$ cat src/rtl/border_pkg.sv
package border_pkg;
   typedef enum logic [1:0] {
      MODE_60 = 2'd0,
      MODE_50 = 2'd1,
      MODE_70 = 2'd2
   } line_mode_e;

   // high resolution wins over the frequency choice
   function automatic line_mode_e mode_of(input logic freq50, input logic hires);
      if (hires)       return MODE_70;
      else if (freq50) return MODE_50;
      else             return MODE_60;
   endfunction
endpackage

$ cat src/rtl/border_regs.sv
module border_regs #(
   parameter int REG_W = 2
) (
   input  logic             clk_i,
   input  logic             rst_ni,
   input  logic             wr_freq_i,
   input  logic             wr_res_i,
   input  logic [REG_W-1:0] wr_data_i,
   output logic             freq50_eff_o,
   output logic             hires_eff_o,
   output logic             ext_sync_o,
   output logic             hires_q_o
);
   logic [1:0] freq_q;
   logic       hires_q;

   if (REG_W < 2) begin : g_bad_width
      $error("border_regs: REG_W must be at least 2");
   end

   always_ff @(posedge clk_i) begin
      if (!rst_ni) begin
         freq_q  <= '0;
         hires_q <= 1'b0;
      end else begin
         if (wr_freq_i) freq_q  <= wr_data_i[1:0];
         if (wr_res_i)  hires_q <= wr_data_i[1];
      end
   end

   // write data bypasses the register so decisions see it in the strobe cycle
   assign freq50_eff_o = wr_freq_i ? wr_data_i[1] : freq_q[1];
   assign hires_eff_o  = wr_res_i  ? wr_data_i[1] : hires_q;
   assign ext_sync_o   = freq_q[0];
   assign hires_q_o    = hires_q;
endmodule

$ cat src/rtl/line_timer.sv
module line_timer
   import border_pkg::*;
#(
   parameter int CNT_W  = 10,
   parameter int LEN_50 = 512,
   parameter int LEN_60 = 508,
   parameter int LEN_70 = 224
) (
   input  logic             clk_i,
   input  logic             rst_ni,
   input  line_mode_e       mode_i,
   output logic [CNT_W-1:0] cnt_o,
   output logic             wrap_o,
   output logic             done_o,
   output logic [CNT_W-1:0] len_o
);
   localparam int LEN_MAX = (LEN_50 > LEN_60) ? LEN_50 : LEN_60;

   if (LEN_MAX >= (1 << CNT_W) || LEN_70 < 2) begin : g_bad_len
      $error("line_timer: line lengths do not fit CNT_W");
   end

   logic [CNT_W-1:0] cnt_q, len_q;
   logic [CNT_W:0]   len_sel;
   logic             done_q;

   always_comb begin
      unique case (mode_i)
         MODE_70: len_sel = (CNT_W+1)'(LEN_70);
         MODE_50: len_sel = (CNT_W+1)'(LEN_50);
         default: len_sel = (CNT_W+1)'(LEN_60);
      endcase
   end

   // >= so a late switch to a shorter mode still ends the line at once
   assign wrap_o = ({1'b0, cnt_q} + (CNT_W+1)'(1)) >= len_sel;

   always_ff @(posedge clk_i) begin
      if (!rst_ni) begin
         cnt_q  <= '0;
         len_q  <= '0;
         done_q <= 1'b0;
      end else begin
         done_q <= wrap_o;
         if (wrap_o) begin
            cnt_q <= '0;
            len_q <= cnt_q + CNT_W'(1);
         end else begin
            cnt_q <= cnt_q + CNT_W'(1);
         end
      end
   end

   assign cnt_o  = cnt_q;
   assign done_o = done_q;
   assign len_o  = len_q;
endmodule

$ cat src/rtl/border_decider.sv
module border_decider
   import border_pkg::*;
#(
   parameter int CNT_W    = 10,
   parameter int LEFT_CYC = 56,
   parameter int R60_CYC  = 184,
   parameter int R50_CYC  = 224
) (
   input  logic             clk_i,
   input  logic             rst_ni,
   input  logic [CNT_W-1:0] cnt_i,
   input  logic [1:0]       phase_i,
   input  logic             wrap_i,
   input  logic             freq50_i,
   input  logic             hires_i,
   output logic             de_o
);
   localparam int NPT = 3;
   localparam int PTS [NPT] = '{LEFT_CYC, R60_CYC, R50_CYC};

   logic [NPT-1:0] hit_f, hit_r;
   logic           freq_smp_q, de_q;
   line_mode_e     mode_c;

   for (genvar i = 0; i < NPT; i++) begin : g_pt
      // frequency half at point+n, resolution half one cycle later
      assign hit_f[i] = (cnt_i == CNT_W'(PTS[i]) + CNT_W'(phase_i));
      assign hit_r[i] = (cnt_i == CNT_W'(PTS[i] + 1) + CNT_W'(phase_i));
   end

   assign mode_c = mode_of(freq_smp_q, hires_i);

   always_ff @(posedge clk_i) begin
      if (!rst_ni) begin
         freq_smp_q <= 1'b0;
         de_q       <= 1'b0;
      end else begin
         if (|hit_f) freq_smp_q <= freq50_i;
         if (wrap_i)                               de_q <= 1'b0;
         else if (hit_r[0] && mode_c != MODE_70)   de_q <= 1'b1;
         else if (hit_r[1] && mode_c == MODE_60)   de_q <= 1'b0;
         else if (hit_r[2] && mode_c == MODE_50)   de_q <= 1'b0;
      end
   end

   assign de_o = de_q;
endmodule

$ cat src/rtl/sync_gen.sv
module sync_gen #(
   parameter int CNT_W      = 10,
   parameter int HS_LEN     = 40,
   parameter bit REGISTERED = 1'b0
) (
   input  logic             clk_i,
   input  logic             rst_ni,
   input  logic [CNT_W-1:0] cnt_i,
   input  logic             ext_sync_i,
   output logic             hsync_o,
   output logic             hsync_oe_o
);
   logic hs_c;

   assign hs_c       = !ext_sync_i && (cnt_i < CNT_W'(HS_LEN));
   assign hsync_oe_o = !ext_sync_i;

   if (REGISTERED) begin : g_reg
      logic hs_q;
      always_ff @(posedge clk_i) begin
         if (!rst_ni) hs_q <= 1'b0;
         else         hs_q <= hs_c && !ext_sync_i;
      end
      assign hsync_o = hs_q && !ext_sync_i;
   end else begin : g_comb
      assign hsync_o = hs_c;
   end
endmodule

$ cat src/rtl/scanline_border_ctrl.sv
module scanline_border_ctrl
   import border_pkg::*;
#(
   parameter int CNT_W    = 10,
   parameter int REG_W    = 2,
   parameter int LEN_50   = 512,
   parameter int LEN_60   = 508,
   parameter int LEN_70   = 224,
   parameter int LEFT_CYC = 56,
   parameter int R60_CYC  = 184,
   parameter int R50_CYC  = 224,
   parameter int HS_LEN   = 40,
   parameter bit HS_REG   = 1'b0
) (
   input  logic             clk_i,
   input  logic             rst_ni,
   input  logic [1:0]       phase_i,
   input  logic             wr_freq_i,
   input  logic             wr_res_i,
   input  logic [REG_W-1:0] wr_data_i,
   output logic             disp_en_o,
   output logic             hsync_o,
   output logic             hsync_oe_o,
   output logic             line_done_o,
   output logic [CNT_W-1:0] line_len_o
);
   if (!(LEFT_CYC + 5 < R60_CYC && R60_CYC < R50_CYC && R50_CYC + 5 < LEN_60
         && LEFT_CYC + 5 < LEN_70)) begin : g_bad_points
      $error("scanline_border_ctrl: decision points out of order");
   end

   logic [1:0]       phase_q;
   logic             freq50_eff, hires_eff, ext_sync, hires_q, wrap;
   logic [CNT_W-1:0] cnt_q;
   line_mode_e       mode_now;

   // phase offset is latched while reset is held and frozen afterwards
   always_ff @(posedge clk_i) begin
      if (!rst_ni) phase_q <= phase_i;
   end

   border_regs #(.REG_W(REG_W)) regs_i (
      .clk_i, .rst_ni, .wr_freq_i, .wr_res_i, .wr_data_i,
      .freq50_eff_o(freq50_eff), .hires_eff_o(hires_eff),
      .ext_sync_o(ext_sync), .hires_q_o(hires_q)
   );

   assign mode_now = mode_of(freq50_eff, hires_eff);

   line_timer #(.CNT_W(CNT_W), .LEN_50(LEN_50), .LEN_60(LEN_60), .LEN_70(LEN_70)) timer_i (
      .clk_i, .rst_ni, .mode_i(mode_now), .cnt_o(cnt_q), .wrap_o(wrap),
      .done_o(line_done_o), .len_o(line_len_o)
   );

   border_decider #(.CNT_W(CNT_W), .LEFT_CYC(LEFT_CYC), .R60_CYC(R60_CYC),
                    .R50_CYC(R50_CYC)) decider_i (
      .clk_i, .rst_ni, .cnt_i(cnt_q), .phase_i(phase_q), .wrap_i(wrap),
      .freq50_i(freq50_eff), .hires_i(hires_eff), .de_o(disp_en_o)
   );

   sync_gen #(.CNT_W(CNT_W), .HS_LEN(HS_LEN), .REGISTERED(HS_REG)) sync_i (
      .clk_i, .rst_ni, .cnt_i(cnt_q), .ext_sync_i(ext_sync),
      .hsync_o, .hsync_oe_o
   );
endmodule

$ cat config.mk
export PLATFORM = sky130hd
export DESIGN_NAME = scanline_border_ctrl
export DESIGN_NICKNAME = d
export VERILOG_FILES = /design/src/rtl/border_pkg.sv /design/src/rtl/border_regs.sv /design/src/rtl/line_timer.sv /design/src/rtl/border_decider.sv /design/src/rtl/sync_gen.sv /design/src/rtl/scanline_border_ctrl.sv
export SDC_FILE = /design/constraint.sdc
export NUM_CORES = 1
export LEC_CHECK = 0
export BUFFER_PORTS_ARGS = -buffer_cell sky130_fd_sc_hd__buf_2
export CAP_MARGIN = 20
export CORE_MARGIN = 2
export CORE_UTILIZATION = 58
export CTS_BUF_LIST = sky130_fd_sc_hd__clkbuf_8
export DETAILED_ROUTE_END_ITERATION = 8
export PLACE_DENSITY_LB_ADDON = 0.08
export SLEW_MARGIN = 20
export SYNTH_ARGS = -nofsm -noshare
export SYNTH_HDL_FRONTEND = slang
export SYNTH_SLANG_ARGS = --single-unit
$ cat constraint.sdc
create_clock -name clk_i -period 3.21 [get_ports clk_i]
set_input_delay 0.642 -clock clk_i [delete_from_list [all_inputs] [get_ports clk_i]]
set_output_delay 0.642 -clock clk_i [all_outputs]
set_load 0.1 [all_outputs]
==> impl_metrics.csv, run 1 <==
group,metric,value,unit
clocking,clk_pin_slew,0.10,ns
critical_path,required,3.41,ns
cells_and_area,area_growth,12.18,%
critical_path,rrSetupSlack,0.28,ns
cells_and_area,final_nets,194,
place,gp_congestion,0.8899,
detailed_routing,first_iter_violations,20,
die,rows,18,
critical_path,critPathLaunchType,"register",
detailed_routing,via_count,1167,
global_route,grt_max_degree,18,
critical_path,arrival,3.13,ns
timing,worst_slew_pin_slew,0.5253,ns
pwr,powerDensity,407.4,mW/mm^2
status,status,"finished, final reports clean",
yosys,synth_seq_cells,28,
die,die_w,54.50,microns
global_route,grt_pass1_wl,4788,microns
yosys,ys.flop_type,"dfxtp_1",
cells_and_area,drive_gt1_frac,0.2743,
critical_path,critPathMaxFanout,5,
timing,period_share,0.9126,
yosys,netlist_instances,153,
detailed_routing,vias_per_cell,5.693,
die,die-area,0.002970,sq mm
yosys,syn_avg_cell_area,9.666,sq um
cells_and_area,antenna_cells,0,
clocking,clock_latency,0.28,ns
timing,fmax,341.3,MHz
cells_and_area,fin_util,0.6758,
die,initial_core_util,0.6024,
yosys,syn_nets,171,
critical_path,critPathCaptureType,"register",
timing,period_needed,2.930,ns
min_path,min_from,"timer_i.len_o[1]",
clocking,numCtsBuffers,3,
yosys,synth_area,0.001479,sq mm
critical_path,cp-startpoint,"timer_i.cnt_o[0]",
timing,relSlewSlack,0.6494,
detailed_routing,drtAntennaViolNets,0,
detailed_routing,drc,0,
timing,holdWs,0.4703,ns
min_path,hold_path_class,"reg2reg",
cells_and_area,final_cell_mix,"26 x dfxtp_1, 21 x buf_2, 18 x nor3_1, 10 x a21oi_1, 10 x ha_1",
cells_and_area,fill_cells,208,
clocking,cts_tree,"done",
timing,fin_worst_skew,0.005145,ns
die,die_h,54.50,microns
die,core_region_area,0.002455,sq mm
clocking,clk_path_buf_depth,2,
clocking,postCtsSetupBuffers,0,
detailed_routing,routedWlPerCell,14.62,microns
cells_and_area,register_area,580.6,sq um
cells_and_area,multiInputGateArea,824.5,sq um
pwr,p_leak,0.0007474,uW
detailed_routing,routed_wl,2998,microns
yosys,async_reset_ff_frac,0,
timing,hold_violations,0,
global_route,grt_overflow,0,
critical_path,path_class,"reg2reg",
timing,timing.final.setup_violations,0,
timing,drv_slew,0,
clocking,ctsHoldBuffers,0,
die,boundaryPins,22,
global_route,antenna_found_initial,0,
cells_and_area,finalInstanceArea,0.001659,sq mm
clocking,clockRootBuffer,"clkbuf_8",
pwr,vdd_ir_drop_max,297.4,uV
place,placed_area,0.001597,sq mm
global_route,grt_usage,0.2290,
timing,tns,0,ns
clocking,clock-sinks,28,
yosys,synth_cell_types,42,
place,dp_hpwl,2255,microns
cells_and_area,final_common_cell,"dfxtp_1",
yosys,ys_seq_area_frac,0.3926,
global_route,grt_pass1_vias,1042,
detailed_routing,firstDrtPassIters,4,
yosys,ys_warn_count,0,
yosys,synth_edf_count,2,
critical_path,reg2reg_from,"timer_i.cnt_o[0]",
clocking,cts_max_level,1,
job,maxCapViolations,0,
place,port-buffer-count,21,
timing,rsz0062_at_grt,"false",
[report_power, final]
group	leakage [uW]	total, uW	internal, uW	switching [uW]
clock network	0.0000288	223	110	113
registers	0.000230	368	360	7.89
logic	0.000488	85.2	29.2	56.0
total	0.000747	676	499	177
[state kept, by name (all words and copies together), names as in the netlist]
name	flops
timer_i.len_o	10
regs_i.freq_q	2
timer_i.cnt_o	10
phase_q	2
timer_i.done_o	1
decider_i.de_o	1
decider_i.freq_smp_q	1
regs_i.hires_q_o	1
[worst max-delay path: stages (launching register included)]
cell,delay [ns]
dfxtp_1,0.46
ha_1,0.30
nand4_2,0.18
nor3_1,0.25
xor2_1,0.23
ha_1,0.30
a21o_1,0.24
a221oi_4,0.44
buf_4,0.21
a21oi_1,0.07
nor3_1,0.17
[Yosys cell counts (2+ instances only)]
| cell | number | area (sq um) |
|---|---|---|
| a211oi_1 | 4 | 30.03 |
| a21oi_1 | 10 | 50.05 |
| buf_2 | 2 | 10.01 |
| buf_6 | 3 | 33.78 |
| dfxtp_1 | 26 | 520.5 |
| edfxtp_1 | 2 | 60.06 |
| ha_1 | 10 | 125.1 |
| inv_1 | 8 | 30.03 |
| mux2i_1 | 4 | 40.04 |
| nand2_1 | 4 | 15.01 |
| nand3_1 | 3 | 15.01 |
| nand4_1 | 2 | 12.51 |
| nand4_2 | 2 | 25.02 |
| nor2_1 | 8 | 30.03 |
| nor2_2 | 6 | 37.54 |
| nor2b_2 | 4 | 35.03 |
| nor3_1 | 18 | 90.09 |
| nor4_1 | 2 | 12.51 |
| o21ai_1 | 2 | 10.01 |
| xnor2_1 | 5 | 43.79 |
| xor2_1 | 7 | 61.31 |
[metrics by stage]
step | cells | worst slack, ns | total power [uW]
6_report | 205 | 0.2804 | 675.9
5_1_grt | 205 | 0.01188 | 697.2
4_1_cts | 205 | 0.2145 | 678.6
3_5_place_dp | 201 | 0.2617 | 458.4
3_3_place_gp | 201 | 0.3462 | 456.0
2_1_floorplan | 153 | 0.6539 | 441.9
[logic make-up (layout without fill, tap and decap cells)]
kind of cell    after synthesis  count (layout)  share of synthesized area
xor+xnor                     12              12                    0.07107
flops                        28              28                     0.3926
mux                           4               4                    0.02707
buf+inv                      15              37                    0.05499
simple gates                 56              56                     0.2225
compound gates               28              28                     0.1472
fa+ha+maj                    10              10                    0.08460
[worst paths after layout]
path | to | cells past startpoint
worst max-delay path | timer_i.len_o[7] | 10
worst min register to register | timer_i.len_o[1] | 2
worst min-delay path | timer_i.len_o[1] | 2
worst max register to register | timer_i.len_o[7] | 10
[metal layers]
layer / vias up / GRT usage / wire [microns]
met2: 23 / 0.3775 / 1416
li1: 589 / - / -
met3: 5 / 0.04098 / 105
met5: - / 0 / 0
met4: 0 / 0.07500 / 41
met1: 550 / 0.3020 / 1435
[layout make-up]
cell class / instances / share of cell area
clock buffer: 4 / 0.03318
inverter: 9 / 0.02036
multi-input combinational: 110 / 0.4970
sequential: 28 / 0.3499
tap: 30 / 0.02262
timing repair buffer: 24 / 0.07692
[what timing repair did]
item / CTS / global route
endpoints found under the setup margin: 0 / 2
hold endpoints to repair: 0 / 0
gates resized for setup: 0 / 1
(Power assumes the default switching activity.)
==> inputs of run 2 (changes only) <==
--- a/config.mk
+++ b/config.mk
@@ -8,11 +8,12 @@
 export BUFFER_PORTS_ARGS = -buffer_cell sky130_fd_sc_hd__buf_2
 export CAP_MARGIN = 20
 export CORE_MARGIN = 2
-export CORE_UTILIZATION = 58
+export CORE_UTILIZATION = 59
 export CTS_BUF_LIST = sky130_fd_sc_hd__clkbuf_8
 export DETAILED_ROUTE_END_ITERATION = 8
 export PLACE_DENSITY_LB_ADDON = 0.08
 export SLEW_MARGIN = 20
 export SYNTH_ARGS = -nofsm -noshare
 export SYNTH_HDL_FRONTEND = slang
+export SYNTH_HIERARCHICAL = 1
 export SYNTH_SLANG_ARGS = --single-unit
==> run 2 against run 1 <==
Compared with the run above:
- sequential share of layout area is 0.92 points lower
- clock-buffer cell count is 1 lower
- core utilization is 1.2 points higher
- first-iteration DRC count is 20% higher
- routed wire length is 2.8% lower
- clock skew is 0.00058 ns higher
- critical endpoint is now decider_i/de_o
- highest routed layer unchanged
==> impl_metrics.csv, run 2 <==
group,metric,value,unit
status,status,"finished, final reports clean",
detailed_routing,vias_per_cell,5.712,
cells_and_area,final_cell_mix,"26 x dfxtp_1, 21 x buf_2, 12 x nand2_1, 11 x inv_1, 11 x ha_1",
yosys,synth_top_area_cell,"dfxtp_1",
cells_and_area,final_common_cell,"dfxtp_1",
detailed_routing,routed_wl,2913,microns
critical_path,critPathCaptureType,"register",
global_route,grt_overflow,0,
timing,worst_slack,0.3503,ns
clocking,numCtsBuffers,3,
die,die-area,0.003026,sq mm
critical_path,critPathLaunchType,"register",
pwr,combPwrFrac,0.124,
place,gp_congestion,0.8685,
yosys,synth_top_area_frac,0.3390,
pwr,p_clk_frac,0.297,
die,boundaryPins,22,
yosys,synth_area_leaders,"dfxtp_1 34%, ha_1 9.0%, xor2_1 4.6%",
min_path,holdPathStages,2,
cells_and_area,finalInstanceArea,0.001704,sq mm
global_route,grt_max_degree,26,
critical_path,crit_chain,"ha_1, nand2_1, nor3_2, xor2_1, ha_1, a21o_1, a21oi_2, o31a_4, nand2_4, nor4b_2",
cells_and_area,area_growth,11.00,%
pwr,cellInternalPower,475.0,uW
min_path,hold_path_class,"reg2reg",
cells_and_area,antenna_cells,0,
yosys,synth_seq_cells,28,
cells_and_area,fill_cells,213,
die,core_region_area,0.002477,sq mm
clocking,cts_resized,0,
timing,relSlewSlack,0.6789,
yosys,yosys-top-cells-count,"26 x dfxtp_1, 12 x nand2_1, 11 x ha_1, 10 x inv_1",
detailed_routing,drc,0,
cells_and_area,drive_gt1_frac,0.2343,
yosys,ys_seq_area_frac,0.3782,
die,rows,18,
yosys,post-synth-top-count-cell,"dfxtp_1",
clocking,clk_pin_slew,0.09,ns
cells_and_area,register_area,580.6,sq um
pwr,power_frac_seq,0.580,
critical_path,rrSetupSlack,0.35,ns
pwr,p_total,631.6,uW
die,die_w,55.01,microns
cells_and_area,final_nets,195,
clocking,clock-sinks,28,
pwr,p_sw,156.6,uW
critical_path,arrival,3.04,ns
timing,period_needed,2.860,ns
critical_path,critPathMaxFanout,12,
timing,fin_worst_skew,0.005724,ns
place,dp_slack,0.2264,ns
detailed_routing,first_iter_violations,24,
job,maxCapViolations,0,
critical_path,cp_slowest_cell,"dfxtp_1",
detailed_routing,via_count,1171,
detailed_routing,firstDrtPassIters,4,
pwr,vdd_ir_drop_max,353.6,uV
global_route,antenna_found_initial,0,
critical_path,path_class,"reg2reg",
place,port-buffer-count,21,
place,dp_hpwl,2239,microns
detailed_routing,drtAntennaViolNets,0,
timing,drv_slew,0,
critical_path,required,3.39,ns
critical_path,r2r_cells,10,
yosys,netlist_instances,153,
timing,timing.final.setup_violations,0,
yosys,async_reset_ff_frac,0,
clocking,clock_latency,0.27,ns
timing,rsz0062_at_grt,"false",
pwr,p_leak,0.0008184,uW
yosys,ys.flop_type,"dfxtp_1",
pwr,swShare,0.2480,
pwr,powerDensity,370.7,mW/mm^2
yosys,syn_avg_cell_area,10.03,sq um
global_route,grt_pass1_vias,1070,
critical_path,critPathTopFamily,"simple AND/OR/NAND/NOR gates",
yosys,ys_warn_count,6,
clocking,clk_path_buf_depth,2,
global_route,grt_usage,0.2248,
timing,period_share,0.8909,
critical_path,path_buf_inv,0,
critical_path,slowest_delay,0.44,ns
place,placed_area,0.001659,sq mm
critical_path,cpMostUsedCell,"ha_1",
die,initial_core_util,0.6197,
yosys,syn_nets,172,
yosys,synth_cell_types,44,
yosys,synth_area,0.001535,sq mm
clocking,ctsHoldBuffers,0,
clocking,clockRootBuffer,"clkbuf_8",
critical_path,worst-path-stages,10,
die,die_h,55.01,microns
yosys,synth_edf_count,2,
cells_and_area,multiInputGateArea,898.4,sq um
timing,fmax,349.7,MHz
clocking,cts_tree,"done",
timing,hold_violations,0,
timing,worst_slew_pin_slew,0.4849,ns
clocking,cts_max_level,1,
global_route,grt_pass1_wl,4885,microns
timing,tns,0,ns
detailed_routing,routedWlPerCell,14.21,microns
clocking,postCtsSetupBuffers,0,
-- run 2: through the flow --
step	utilization	std cells	hold slack [ns]
after CTS	0.6879	205	0.4605
after floorplan	-	153	0.4493
after detailed placement	0.6697	201	0.4393
after global routing	0.6879	205	0.4691
after global placement	0.6697	201	0.4388
final	0.6879	205	0.4535
-- run 2: layout make-up --
type | instances | share of cell area
clock buffer | 3 | 0.02423
sequential | 28 | 0.3407
timing repair buffer | 21 | 0.06167
multi-input combinational | 112 | 0.5272
tap | 30 | 0.02203
clock inverter | 1 | 0.002203
inverter | 10 | 0.02203
-- run 2: tightest hold or removal path: stages (launching register included) --
cell     delay [ns]
dfxtp_1        0.32
nand2_1        0.05
o21ai_1        0.05
-- run 2: kinds of logic (layout without fill, tap and decap cells) --
| logic type | after synthesis | count (layout) | share of synthesized area |
|---|---|---|---|
| AND/OR/NAND/NOR | 51 | 51 | 0.2201 |
| flip-flops | 28 | 28 | 0.3782 |
| AO/OA/AOI/OAI | 33 | 33 | 0.1679 |
| buffers and inverters | 13 | 35 | 0.03668 |
| multiplexers | 5 | 5 | 0.03912 |
| XOR/XNOR | 12 | 12 | 0.06846 |
| adder cells (fa/ha/maj) | 11 | 11 | 0.08965 |
-- run 2: per-layer routing --
layer	global-route usage	vias to the layer above	routed length, microns	part of all wire
met5	0	-	0	0
met4	0.06098	0	10	0.0034
met3	0.04570	2	155	0.053
met2	0.3651	28	1392	0.48
met1	0.3037	550	1355	0.47
li1	-	591	-	-
-- run 2: power by group through the flow --
stage | Clock [uW] | Sequential, uW | Combinational [uW]
6_report | 187 | 366 | 78.1
5_1_grt | 209 | 368 | 88.0
4_1_cts | 194 | 366 | 78.8
3_5_place_dp | 0 | 374 | 78.0
3_3_place_gp | 0 | 374 | 75.3
2_1_floorplan | 0 | 373 | 61.2
-- run 2: worst paths after layout --
path,end,start
min,timer_i/len_o[5],timer_i/len_o[5]
max,decider_i/de_o,timer_i/cnt_o[0]
min reg2reg,timer_i/len_o[5],timer_i/len_o[5]
max reg2reg,decider_i/de_o,timer_i/cnt_o[0]
